### config.mk
export PLATFORM = sky130hd
export DESIGN_NAME = lrsc_arbiter
export DESIGN_NICKNAME = d
export VERILOG_FILES = /design/src/rtl/lrsc_pkg.sv /design/src/rtl/lrsc_slot.sv /design/src/rtl/lrsc_contend.sv /design/src/rtl/lrsc_arbiter.sv
export SDC_FILE = /design/constraint.sdc
export NUM_CORES = 1
export LEC_CHECK = 0
export BUFFER_PORTS_ARGS = -buffer_cell sky130_fd_sc_hd__buf_2
export CAP_MARGIN = 5
export CORE_ASPECT_RATIO = 1.4
export CORE_UTILIZATION = 42
export CTS_CLUSTER_DIAMETER = 50
export DETAILED_ROUTE_END_ITERATION = 12
export PLACE_DENSITY = 0.61
export SYNTH_ARGS = -nofsm -noshare
export SYNTH_HDL_FRONTEND = slang
export SYNTH_SLANG_ARGS = --single-unit
### constraint.sdc
create_clock -name clk -period 4.3 [get_ports clk]
set_clock_uncertainty 0.1 [all_clocks]
set_input_delay 0.645 -clock clk [delete_from_list [all_inputs] [get_ports clk]]
set_output_delay 0.645 -clock clk [all_outputs]
set_load 0.03 [all_outputs]
### src/rtl/lrsc_pkg.sv
package lrsc_pkg;
  // What a per-core slot does at the next edge
  typedef enum logic [1:0] {
    ACT_IDLE  = 2'd0,
    ACT_HOLD  = 2'd1,
    ACT_GRANT = 2'd2,
    ACT_WAIT  = 2'd3
  } slot_act_e;
endpackage

### src/rtl/lrsc_slot.sv
module lrsc_slot
  import lrsc_pkg::*;
#(
  parameter int LINE_W     = 26,
  parameter int COUNT_INIT = 64,
  localparam int CW        = $clog2(COUNT_INIT + 1)
) (
  input  logic              clk,
  input  logic              rst,
  input  logic              lr,
  input  logic              sc,
  input  logic              retire,
  input  logic [LINE_W-1:0] line,
  input  logic              win,
  output logic              held,
  output logic [LINE_W-1:0] held_line,
  output logic              waiting,
  output logic              cand,
  output logic [LINE_W-1:0] cand_line,
  output logic              keep,
  output logic              sc_ok
);
  logic              hv_q, wv_q, ok_q;
  logic [LINE_W-1:0] hl_q, wl_q;
  logic [CW-1:0]     cnt_q;

  logic lr_self, lr_new, sc_hit, expire;
  slot_act_e act;

  // Inputs of a stalled core are ignored entirely
  assign lr_self = !wv_q && lr && hv_q && (hl_q == line);
  assign lr_new  = !wv_q && lr && !lr_self;
  assign sc_hit  = !wv_q && !lr && sc && hv_q && (hl_q == line);
  assign expire  = hv_q && !wv_q && !lr && !sc_hit && retire && (cnt_q == CW'(1));

  assign keep      = hv_q && !lr_new && !sc_hit && !expire;
  assign cand      = wv_q || lr_new;
  assign cand_line = wv_q ? wl_q : line;

  always_comb begin
    if (cand)      act = win ? ACT_GRANT : ACT_WAIT;
    else if (keep) act = ACT_HOLD;
    else           act = ACT_IDLE;
  end

  always_ff @(posedge clk) begin
    if (rst) begin
      hv_q  <= 1'b0;
      wv_q  <= 1'b0;
      ok_q  <= 1'b0;
      hl_q  <= '0;
      wl_q  <= '0;
      cnt_q <= '0;
    end else begin
      ok_q <= sc_hit;
      unique case (act)
        ACT_GRANT: begin
          hv_q  <= 1'b1;
          hl_q  <= cand_line;
          cnt_q <= CW'(COUNT_INIT);
          wv_q  <= 1'b0;
        end
        ACT_WAIT: begin
          hv_q  <= 1'b0;
          cnt_q <= '0;
          wv_q  <= 1'b1;
          wl_q  <= cand_line;
        end
        ACT_HOLD: begin
          if (lr_self)     cnt_q <= CW'(COUNT_INIT);
          else if (retire) cnt_q <= cnt_q - CW'(1);
        end
        default: begin
          hv_q  <= 1'b0;
          cnt_q <= '0;
        end
      endcase
    end
  end

  assign held      = hv_q;
  assign held_line = hl_q;
  assign waiting   = wv_q;
  assign sc_ok     = ok_q;
endmodule

### src/rtl/lrsc_contend.sv
module lrsc_contend #(
  parameter int N_CORES = 4,
  parameter int LINE_W  = 26
) (
  input  logic [N_CORES-1:0]        cand,
  input  logic [N_CORES*LINE_W-1:0] cand_line,
  input  logic [N_CORES-1:0]        keep,
  input  logic [N_CORES*LINE_W-1:0] held_line,
  output logic [N_CORES-1:0]        win
);
  logic [N_CORES-1:0] free;

  // A candidate is free when no surviving holder owns its line
  for (genvar i = 0; i < N_CORES; i++) begin : g_free
    logic blocked;
    always_comb begin
      blocked = 1'b0;
      for (int j = 0; j < N_CORES; j++) begin
        if (j != i && keep[j] &&
            held_line[j*LINE_W +: LINE_W] == cand_line[i*LINE_W +: LINE_W])
          blocked = 1'b1;
      end
    end
    assign free[i] = cand[i] && !blocked;
  end

  // Among free candidates on one line the lowest index wins
  for (genvar i = 0; i < N_CORES; i++) begin : g_win
    logic beaten;
    always_comb begin
      beaten = 1'b0;
      for (int k = 0; k < i; k++) begin
        if (free[k] &&
            cand_line[k*LINE_W +: LINE_W] == cand_line[i*LINE_W +: LINE_W])
          beaten = 1'b1;
      end
    end
    assign win[i] = free[i] && !beaten;
  end
endmodule

### src/rtl/lrsc_arbiter.sv
module lrsc_arbiter #(
  parameter int N_CORES    = 4,
  parameter int LINE_W     = 26,
  parameter int COUNT_INIT = 64
) (
  input  logic                      clk,
  input  logic                      rst,
  input  logic [N_CORES-1:0]        core_lr,
  input  logic [N_CORES-1:0]        core_sc,
  input  logic [N_CORES-1:0]        core_retire,
  input  logic [N_CORES*LINE_W-1:0] core_line,
  output logic [N_CORES-1:0]        core_stall,
  output logic [N_CORES-1:0]        core_sc_ok
);
  logic [N_CORES-1:0]        held, waiting, cand, keep, win;
  logic [N_CORES*LINE_W-1:0] held_line, cand_line;

  for (genvar i = 0; i < N_CORES; i++) begin : g_slot
    lrsc_slot #(
      .LINE_W    (LINE_W),
      .COUNT_INIT(COUNT_INIT)
    ) u_slot (
      .clk      (clk),
      .rst      (rst),
      .lr       (core_lr[i]),
      .sc       (core_sc[i]),
      .retire   (core_retire[i]),
      .line     (core_line[i*LINE_W +: LINE_W]),
      .win      (win[i]),
      .held     (held[i]),
      .held_line(held_line[i*LINE_W +: LINE_W]),
      .waiting  (waiting[i]),
      .cand     (cand[i]),
      .cand_line(cand_line[i*LINE_W +: LINE_W]),
      .keep     (keep[i]),
      .sc_ok    (core_sc_ok[i])
    );
  end

  lrsc_contend #(
    .N_CORES(N_CORES),
    .LINE_W (LINE_W)
  ) u_contend (
    .cand     (cand),
    .cand_line(cand_line),
    .keep     (keep),
    .held_line(held_line),
    .win      (win)
  );

  assign core_stall = waiting;
endmodule

# == Yosys cells after proc, flatten, opt, wreduce, memory -nomap -nowiden ==
# Cells that the tools add are included.
# Widths: inputs -> output; s select.
# totals
output_inout_bits,8
regBits,248
wordCells,252
# op_classes
muxes,54
add_sub_neg,4
n_eq_ne,42
n_reduce_logical,128
# ops
cell,n
$eq 26x26->1,22
$mux 26,4
$logic_and 1x1->1,89
$mux 7,8
$pmux 7 s2,4
$logic_not 1->1,31
$eq 7x1->1 const B,4
$sub 7x1->7 const B,4
$mux 1,26
$eq 2x2->1 const B,8
$pmux 1 s2,8
$ne 3x2->1 const B,4
$eq 2x1->1 const B,4
$mux 2,4
$reduce_bool 2->1,4
$logic_or 1x1->1,4

# == Depth between registers and ports, before layout ==
# Gate-level depths: netlist (run 1).
# depth
depth_word,27
depth_mapped,13
depth_no_buf,11

# == Hierarchy ==
# Synthesis (run 1) repeated with hierarchy kept, for this count alone.
# unflattened
cells_unflattened,2089
area_unflattened_um2,18512.8
# by_module_without_submodules
mod,n_inst,area_per_inst_um2,cells_per_inst,seq_area_each_um2
lrsc_slot,4,3183.1,335,1241.2
lrsc_contend,1,5780.5,749,0.0

# == Worst setup path after synthesis (run 1) ==
# No wires, ideal clock.
# synth_timing
path_kind,reg2reg
from,reg g_slot[3].u_slot.wv_q
to,reg g_slot[3].u_slot.hl_q[25]
synth_period_minus_slack_ns,3.487
setup_ns,0.086
path_stages_with_launch,14
arrival_time_ns,3.300
path_slack_ns,0.813
path_cell_list,dfxtp_1 -> buf_2 -> buf_6 -> mux2i_1 -> xnor2_1 -> nand4_1 -> nor4_1 -> o211ai_1 -> a2111oi_1 -> or3b_1 -> buf_6 -> nor2_8 -> buf_4 -> a211oi_1
# synth_between
elab_chain_cells,24
# synth_rtl
item,line,text
"start, declared",lrsc_slot.sv:23,"logic hv_q, wv_q, ok_q;"
"start signal, assigned",lrsc_slot.sv:49,wv_q <= 1'b0;
"start signal, assigned",lrsc_slot.sv:61,wv_q <= 1'b0;
"start signal, assigned",lrsc_slot.sv:66,wv_q <= 1'b1;
$logic_not 1->1,-,
$logic_and 1x1->1 (4 in a row),lrsc_slot.sv:33,assign sc_hit = !wv_q && !lr && sc && hv_q && (hl_q == line);
$logic_not 1->1,"lrsc_slot.sv:34, lrsc_slot.sv:36",
$logic_and 1x1->1 (3 in a row),lrsc_slot.sv:34,assign expire = hv_q && !wv_q && !lr && !sc_hit && retire && (cnt_q == CW'(1));
$logic_not 1->1,lrsc_slot.sv:36,assign keep = hv_q && !lr_new && !sc_hit && !expire;
$logic_and 1x1->1,lrsc_slot.sv:36,
$logic_and 1x1->1,lrsc_contend.sv:19,if (j != i && keep[j] &&
$mux 1,lrsc_contend.sv:19,
$logic_not 1->1,lrsc_contend.sv:24,assign free[i] = cand[i] && !blocked;
$logic_and 1x1->1,lrsc_contend.sv:24,
$logic_and 1x1->1,lrsc_contend.sv:33,if (free[k] &&
$mux 1 (3 in a row),lrsc_contend.sv:33,
$logic_not 1->1,lrsc_contend.sv:38,assign win[i] = free[i] && !beaten;
$logic_and 1x1->1,lrsc_contend.sv:38,
$mux 1,lrsc_slot.sv:41,if (cand) act = win ? ACT_GRANT : ACT_WAIT;
$mux 2,lrsc_slot.sv:41,
$eq 2x2->1,lrsc_slot.sv:56,unique case (act)
"end signal, assigned",lrsc_slot.sv:59,hl_q <= cand_line;
"end, declared",lrsc_slot.sv:24,"logic [LINE_W-1:0] hl_q, wl_q;"
# Parallel ways exist; a longest one is shown, timed or not.
# A chain may end at the register's enable or synchronous reset.

# == Final worst setup path (run 1) ==
# layout_timing
from,reg g_slot[2].u_slot.wv_q
to,reg g_slot[3].u_slot.wl_q[17]
# layout_between
elab_chain_cells,25
# layout_rtl
item,line,text
"start, declared",lrsc_slot.sv:23,
"start signal, assigned",lrsc_slot.sv:49,
"start signal, assigned",lrsc_slot.sv:61,
"start signal, assigned",lrsc_slot.sv:66,
$logic_not 1->1,-,
$logic_and 1x1->1 (4 in a row),lrsc_slot.sv:33,
$logic_not 1->1,"lrsc_slot.sv:34, lrsc_slot.sv:36",
$logic_and 1x1->1 (3 in a row),lrsc_slot.sv:34,
$logic_not 1->1,lrsc_slot.sv:36,
$logic_and 1x1->1,lrsc_slot.sv:36,
$logic_and 1x1->1,lrsc_contend.sv:19,
$mux 1 (2 in a row),lrsc_contend.sv:19,
$logic_not 1->1,lrsc_contend.sv:24,
$logic_and 1x1->1,lrsc_contend.sv:24,
$logic_and 1x1->1,lrsc_contend.sv:33,
$mux 1 (3 in a row),lrsc_contend.sv:33,
$logic_not 1->1,lrsc_contend.sv:38,
$logic_and 1x1->1 (*),lrsc_contend.sv:38,
$mux 1 (*),lrsc_slot.sv:41,
$mux 2 (*),lrsc_slot.sv:41,
$eq 2x2->1 (*),lrsc_slot.sv:56,
"end signal, assigned",lrsc_slot.sv:67,wl_q <= cand_line;
"end, declared",lrsc_slot.sv:24,
# Mark *: on every way between the ends. The rest lies on a longest branch, timed or not.

==> metrics.csv, run 1 <==
metric,value,unit
Nets,2284,
DR vias,17029,
Routed WL per cell,30.0,um
Leak,8.33,nW
dpl hpwl,59.9,mm
"leading cell type in the layout, fill and taps excluded",xnor2_1,
gr ovfl total,0,
GPL Wtd Cong,1.07,
Inst Count DP,2679,
max-slew violations,0,
H-tree Lvls,2,
worst min path class,in2reg,
most frequent cells in the layout,"409 x xnor2_1, 244 x dfxtp_1, 203 x buf_4",
diode count,0,
Post-Synth Simple-Gate Area,10.8,%
clock sink total,248,
Tcrit/Tclk final,95.2,%
layout cells sized above 1,28.4,%
"Design Area, Final",22300,um2
mux contribution to synthesized area,9.03,%
main combinational cell family by area after synthesis,XOR/XNOR gates,
CTS Root Cell,clkbuf_16,
Tot GR Track Use,35.8,%
initial core utilization,42.5,%
XOR/XNOR share of the synthesized area,27.8,%
initial drt markers,1689,
adder-cell share of the synthesized area,0.534,%
clk_lat worst skew,530,ps
PwrDens,368,nW/um2
syn_area_per_cell,9.42,um2
CTS tree,done,
area grow syn2layout,18.8,%
CP Data Required Time,4670,ps
post-synthesis compound-gate area fraction,19.0,%
post-synthesis register bit count,248,
"Clk pin slew, worst setup/hold paths",60,ps
Worst Setup End Kind,flip-flop,
Max clock buf depth,3,
CP startpoint kind,flip-flop,
number of synthesis warnings,0,
IO Port Bufs,125,
Synth Net Count,2115,
post-layout min period,4090,ps
FMAX,0.244,GHz
first-pass GRT wire length,118,mm
Area after DPL,21000,um2
Crit path arrival time,4460,ps
Pre-antenna DRT Iters,5,
die area,45500,um2
Hold WS,256,ps
final wirelength,82.3,mm
IO Count,126,
WS Path Type,reg2reg,
Antenna Violating Nets Remaining,0,
Fin. Hold Viols,0,
largest net degree at the start of global routing,87,
TritonCTS buffer count,35,
"EDFF count, synth",0,
Mapped Area,18700,um2
max-slew headroom at the worst pin,22.4,%
CP Max Fanout,20,
drt drc,0,
Die Ht,252,um
RSZ-0062 raised after global routing,false,
core area,44100,um2
antenna violations before repair,1,
asr flop ratio synth,0,%
Post-Layout Cell Count,2742,
Synth cell types,75,
Max IR drop VDD,263,uV
CTS Hold Buffers Added,0,
post-synthesis cell count,1989,
top_reg_cell synth,dfxtp_1,
final setup vio count,0,
Worst-Margin Slew,1160,ps
sequential element share of the synthesized area,26.5,%
vias in the first global route,16830,
die width,181,um
vias per cell,6.21,
number of max-cap violations,0,
status,finished clean,
Rows,91,
[flip-flops by register name, indices dropped and copies added (netlist names)]
signal / count
g_slot.u_slot.sc_ok: 4
g_slot.u_slot.wl_q: 104
g_slot.u_slot.cnt_q: 28
g_slot.u_slot.held_line: 104
g_slot.u_slot.waiting: 4
g_slot.u_slot.held: 4
[stage by stage]
stage	TNS [ps]	total power, mW	util, %	setup slack (ps)
floorplan	0	4.21	-	813
global placement	-11880	5.10	47.7	-379
detailed placement	-13160	5.12	47.7	-378
CTS	0	8.15	50.5	32.6
global route	0	8.43	50.5	16.4
finish	0	8.19	50.5	208
[final cells by class]
| cell class | instances | area (um2) |
|---|---|---|
| inverter | 15 | 56.3 |
| fill | 4116 | 21800 |
| sequential | 248 | 4980 |
| timing repair buffer | 356 | 2720 |
| tap | 558 | 698 |
| clock buffer | 43 | 948 |
| multi-input combinational | 1502 | 12600 |
| clock inverter | 20 | 259 |
[worst max-delay path, cell delays in order, from the launching register on]
cell and delay (ps):
dfxtp_4 640, buf_12 240, mux2i_4 520, buf_4 270
xnor2_1 70, nor4_1 320, nand4_1 140, nor3_1 310
buf_4 190, a2111oi_1 90, or3b_1 390, buf_4 200
buf_12 180, o211ai_2 170, o211a_1 170
[power breakdown]
part	switching [mW]	internal [mW]
Sequential	0.296	2.47
Clock	1.20	1.85
Combinational	1.33	1.04
[timing repair]
item / in CTS / in global routing
buffers inserted: 0 / 0
hold endpoints to repair: 0 / 0
resized for setup: 2 / 3
endpoints found under the setup margin: 53 / 97
[routing by layer]
layer  track usage (%)  vias up  routed length [um]
met3              7.68      366                7590
met4              28.4        2                7580
met5                 0        -                  14
met1              41.2     8221               30100
li1                  -     7478                   -
met2              57.7      962               37000
[path summary, 6_finish.rpt]
check | slack [ps] | from | end | cells after the start
setup / recovery | 210 | g_slot[2].u_slot.waiting | g_slot[3].u_slot.wl_q[17] | 14
hold / removal | 260 | core_lr[0] | g_slot[0].u_slot.sc_ok | 2
setup reg to reg | 210 | g_slot[2].u_slot.waiting | g_slot[3].u_slot.wl_q[17] | 14
hold reg to reg | 400 | g_slot[3].u_slot.wl_q[1] | g_slot[3].u_slot.wl_q[1] | 1
[cell families after synthesis]
| logic type | after synthesis |
|---|---|
| DFF | 248 |
| adders and majority gates | 8 |
| buffers and inverters | 239 |
| AOI/OAI and AO/OA | 424 |
| muxes | 105 |
| and+or+nand+nor | 371 |
| xor gates and xnor gates | 594 |
[cells in the mapped netlist (24+ instances only)]
master	number	area, um2
nand2_1	33	124
xor2_1	185	1620
dfxtp_1	248	4960
xnor2_1	409	3580
mux2i_2	71	977
mux2i_4	30	676
a21oi_1	115	576
a211oi_2	47	588
nand3_1	24	120
o211ai_1	33	248
a211oi_1	61	458
nor3_1	29	145
buf_4	24	180
a311oi_1	52	455
buf_2	25	125
nor2_1	96	360
o211a_1	50	500
nand4_1	71	444
nor4_1	83	519
clkbuf_1	134	503
No activity file was read; power rests on OpenSTA's default activity.
==> run 2, diff against run 1 <==
--- a/config.mk
+++ b/config.mk
@@ -5,6 +5,7 @@
 export SDC_FILE = /design/constraint.sdc
 export NUM_CORES = 1
 export LEC_CHECK = 0
+export ABC_CLOCK_PERIOD_IN_PS = 5250
 export BUFFER_PORTS_ARGS = -buffer_cell sky130_fd_sc_hd__buf_2
 export CAP_MARGIN = 5
 export CORE_ASPECT_RATIO = 1.4
==> constraint.sdc (replaced) <==
create_clock -name clk -period 5.25 [get_ports clk]
set_clock_uncertainty 0.1 [all_clocks]
set_input_delay 0.7875 -clock clk [delete_from_list [all_inputs] [get_ports clk]]
set_output_delay 0.7875 -clock clk [all_outputs]
set_load 0.03 [all_outputs]
==> run 2 against run 1 <==
Against the previous run: fmax fell by 15%; total power shrank 20%; first-iteration DRC count up 6.2%; combinational power is 23% lower; design area down 3.1%; utilization shrank 1.6 points; clock-buffer cell count is 1 higher; sequential share of layout area rose by 0.69 points; critical path depth is 3 lower; largest power group unchanged; largest cell class unchanged; sequential power is 17% lower; via count shrank 1.6%; setup slack better by 220 ps.
==> metrics.csv, run 2 (same netlist as run 1, synthesis figures left out) <==
metric,value,unit
Multi-input gate area,12600,um2
CP Max Fanout,39,
Fin. Hold Viols,0,
core area,44100,um2
CP startpoint kind,flip-flop,
Crit path arrival time,5160,ps
IO Count,126,
largest net degree at the start of global routing,130,
area grow syn2layout,15.1,%
initial drt markers,1793,
drt drc,0,
Tcrit/Tclk final,91.8,%
Rows,91,
post-layout min period,4820,ps
max-slew headroom at the worst pin,24.6,%
CTS tree,done,
Max IR drop VDD,202,uV
Antenna Violating Nets Remaining,0,
diode count,0,
WS Path Type,reg2reg,
most frequent cells in the layout,"409 x xnor2_1, 244 x dfxtp_1, 185 x xor2_1",
Nets,2225,
die width,181,um
Layout fillers,4108,
CP Data Required Time,5580,ps
"leading cell type in the layout, fill and taps excluded",xnor2_1,
worst min path class,in2reg,
Worst-Margin Slew,1130,ps
vias per cell,6.25,
clock sink total,248,
initial core utilization,42.5,%
final wirelength,82.7,mm
vias in the first global route,16293,
Max clock buf depth,3,
Pre-antenna DRT Iters,7,
GPL Wtd Cong,1.03,
CTS Hold Buffers Added,0,
Routed WL per cell,30.8,um
number of max-cap violations,0,
H-tree Lvls,2,
antenna violations before repair,2,
register area,4970,um2
dpl hpwl,60.4,mm
RSZ-0062 raised after global routing,false,
DR vias,16758,
clk_lat worst skew,540,ps
layout cells sized above 1,26.5,%
cts repair resizes,0,
"Clk pin slew, worst setup/hold paths",60,ps
IO Port Bufs,125,
TritonCTS buffer count,34,
die area,45500,um2
total power,6.58,mW
first-pass GRT wire length,118,mm
Worst Setup End Kind,flip-flop,
Die Ht,252,um
PwrDens,305,nW/um2
Tot GR Track Use,36.0,%
FMAX,0.207,GHz
CTS Root Cell,clkbuf_16,
status,finished clean,
max-slew violations,0,
final setup vio count,0,
Leak,7.97,nW
gr ovfl total,0,
Post-CTS Setup Repair Bufs,0,
Setup TNS,0,ps
[run 2: per-layer routing]
metal | track usage, % | vias up | wire, um
met2 | 58.5 | 973 | 37900
met1 | 42.9 | 8144 | 31200
met5 | 0 | - | 15
met3 | 7.13 | 305 | 7130
met4 | 24.8 | 2 | 6400
li1 | - | 7334 | -
[run 2: power by group]
group	internal (mW)	switching [mW]
clock network	1.48	0.971
logic	0.794	1.05
registers	2.03	0.269
total	4.30	2.29
[run 2: path summary, 6_finish.rpt]
kind         slack [ps]                 startpoint                            end  cells after the start
max                 430   g_slot[0].u_slot.waiting  g_slot[1].u_slot.held_line[2]                     11
min                 400                 core_lr[0]         g_slot[0].u_slot.sc_ok                      2
max reg2reg         430   g_slot[0].u_slot.waiting  g_slot[1].u_slot.held_line[2]                     11
min reg2reg         410  g_slot[3].u_slot.wl_q[16]      g_slot[3].u_slot.wl_q[16]                      1
[run 2: cell type report]
type | instances | area share (%)
inverter | 15 | 0.261
clock inverter | 17 | 0.922
clock buffer | 44 | 4.65
sequential | 248 | 23.0
timing repair buffer | 298 | 9.52
tap | 558 | 3.24
multi-input combinational | 1502 | 58.4
[run 2: through the flow]
stage | hold slack (ps) | area [um2] | util [%] | std cells | setup WS [ps]
floorplan | 371 | 18700 | - | 1989 | 1700
global placement | 380 | 20400 | 46.2 | 2620 | 419
detailed placement | 390 | 20400 | 46.2 | 2620 | 451
CTS | 382 | 21600 | 49.0 | 2681 | 412
global route | 405 | 21600 | 49.0 | 2682 | 180
finish | 395 | 21600 | 49.0 | 2682 | 429
[run 2: critical path, cell delays in order, from the launching register on]
cell and delay, ps:
dfxtp_2 680, buf_4 350, mux2i_4 640, xnor2_1 160
nor4_1 300, nand3_1 210, a2111oi_4 640, nor3_2 180
a211oi_4 800, buf_12 310, nor2_1 100, a211oi_2 200
==> run 3, diff against run 2 <==
--- a/config.mk
+++ b/config.mk
@@ -10,6 +10,7 @@
 export CAP_MARGIN = 5
 export CORE_ASPECT_RATIO = 1.4
 export CORE_UTILIZATION = 42
+export CTS_BUF_LIST = sky130_fd_sc_hd__clkbuf_4 sky130_fd_sc_hd__clkbuf_8
 export CTS_CLUSTER_DIAMETER = 50
 export DETAILED_ROUTE_END_ITERATION = 12
 export PLACE_DENSITY = 0.61
==> run 3 against run 2 <==
Against the previous run: global-route usage is 0.12 points higher; sequential cell count stayed put; largest power group is now sequential cells; sequential power hardly changed; critical path depth is 1 higher; register-to-register slack worse by 180 ps; setup slack worse by 180 ps; fmax is 3.6% lower; via count is 0.83% higher.
==> metrics.csv, run 3 (same netlist as run 1, synthesis figures left out) <==
metric,value,unit
drt drc,0,
Max IR drop VDD,185,uV
core area,44100,um2
final setup vio count,0,
FMAX,0.200,GHz
IO Count,126,
switch share,35.8,%
sequential share of power,37.2,%
Die Ht,252,um
vias in the first global route,16392,
cts repair resizes,0,
Fin. Hold Viols,0,
"slowest stage delay, CP",1180,ps
number of max-cap violations,0,
worst path cell trace,"buf_4, mux2i_4, xnor2_1, nand4_1, nor4_1, o211ai_1, a2111oi_1, or3b_1, buf_12, buf_12, o211ai_2, o211a_1",
GPL Wtd Cong,1.03,
"Clk pin slew, worst setup/hold paths",70,ps
antenna violations before repair,3,
max-slew headroom at the worst pin,7.13,%
RSZ-0062 raised after global routing,false,
post-layout min period,5000,ps
WS Path Type,reg2reg,
Setup TNS,0,ps
TritonCTS buffer count,46,
Internal Pwr Total,3.96,mW
final wirelength,83.1,mm
CP max stage cell,a2111oi_1,
first-pass GRT wire length,118,mm
Tcrit/Tclk final,95.2,%
Max clock buf depth,3,
status,finished clean,
CTS tree,done,
most frequent cells in the layout,"409 x xnor2_1, 244 x dfxtp_1, 185 x xor2_1",
Worst Setup End Kind,flip-flop,
initial core utilization,42.5,%
Worst-Margin Slew,1390,ps
"delay-heaviest family, CP",compound AO/OA/AOI/OAI gates,
CTS Root Cell,clkbuf_8,
CP Data Required Time,5620,ps
clock sink total,248,
area grow syn2layout,14.0,%
Pre-antenna DRT Iters,7,
H-tree Lvls,2,
Nets,2236,
layout cells sized above 1,27.3,%
Routed WL per cell,30.7,um
vias per cell,6.25,
clk_lat worst skew,600,ps
die area,45500,um2
initial drt markers,1813,
CP startpoint kind,flip-flop,
Combinational Power Share,29.9,%
PwrDens,289,nW/um2
Tot GR Track Use,36.1,%
Clock Power Share,32.9,%
CP Max Fanout,16,
DR vias,16897,
"leading cell type in the layout, fill and taps excluded",xnor2_1,
sw power,2.21,mW
die width,181,um
Leak,7.91,nW
dpl hpwl,60.4,mm
max-slew violations,0,
worst min path class,in2reg,
R2R Setup Slk,250,ps
Buf/Inv on CP,3,
Rows,91,
CP most frequent cell,buf_12,
Crit path arrival time,5370,ps
total power,6.17,mW
largest net degree at the start of global routing,130,
Antenna Violating Nets Remaining,0,
CTS Hold Buffers Added,0,
gr ovfl total,0,
Post-CTS Setup Repair Bufs,0,
IO Port Bufs,125,
[run 3: through the flow]
step / instance area, um2 / util (%) / setup WS (ps) / std cells / hold WS, ps
after detailed placement: 20400 / 46.2 / 451 / 2620 / 390
final: 21400 / 48.5 / 250 / 2703 / 339
after CTS: 21400 / 48.5 / 413 / 2702 / 315
after global routing: 21400 / 48.5 / 145 / 2703 / 338
after global placement: 20400 / 46.2 / 419 / 2620 / 380
after floorplan: 18700 / - / 1700 / 1989 / 371
[run 3: area by class of cell]
| cell class | instances | area [um2] |
|---|---|---|
| Tap cell | 558 | 698 |
| Fill cell | 4161 | 22700 |
| Clock inverter | 13 | 101 |
| Inverter | 15 | 56.3 |
| Antenna cell | 1 | 2.50 |
| Multi-Input combinational cell | 1502 | 12600 |
| Sequential cell | 248 | 4970 |
| Clock buffer | 69 | 893 |
| Timing Repair Buffer | 297 | 2050 |
[run 3: final timing paths]
| kind | start | to | depth (start not counted) |
|---|---|---|---|
| setup / recovery | g_slot[2].u_slot.waiting | g_slot[3].u_slot.wl_q[11] | 12 |
| setup reg to reg | g_slot[2].u_slot.waiting | g_slot[3].u_slot.wl_q[11] | 12 |
| hold / removal | core_lr[0] | g_slot[0].u_slot.sc_ok | 2 |
| hold reg to reg | g_slot[0].u_slot.cnt_q[1] | g_slot[0].u_slot.cnt_q[1] | 2 |
[run 3: power groups by stage]
| stage | Clock (mW) | Combinational (mW) | Sequential (mW) |
|---|---|---|---|
| finish | 2.03 | 1.85 | 2.30 |
| global route | 2.14 | 1.93 | 2.30 |
| CTS | 2.06 | 1.81 | 2.29 |
| detailed placement | 0 | 1.80 | 2.33 |
| global placement | 0 | 1.78 | 2.32 |
| floorplan | 0 | 1.32 | 2.12 |
[run 3: worst reg2reg max path, delay by kind of cell, from the launching register on]
kind | cells | cell delay (ps)
AOI/OAI and AO/OA | 4 | 1630
and+or+nand+nor | 3 | 1020
muxes | 1 | 720
buffers and inverters | 3 | 630
DFF | 1 | 600
xor gates and xnor gates | 1 | 200
[run 3: per-layer routing]
layer,GRT usage [%],vias to the layer above,routed length [um]
met3,6.54,313,6890
met1,43.5,8232,31700
li1,-,7366,-
met4,25.2,2,6690
met5,0,-,13
met2,58.3,984,37800
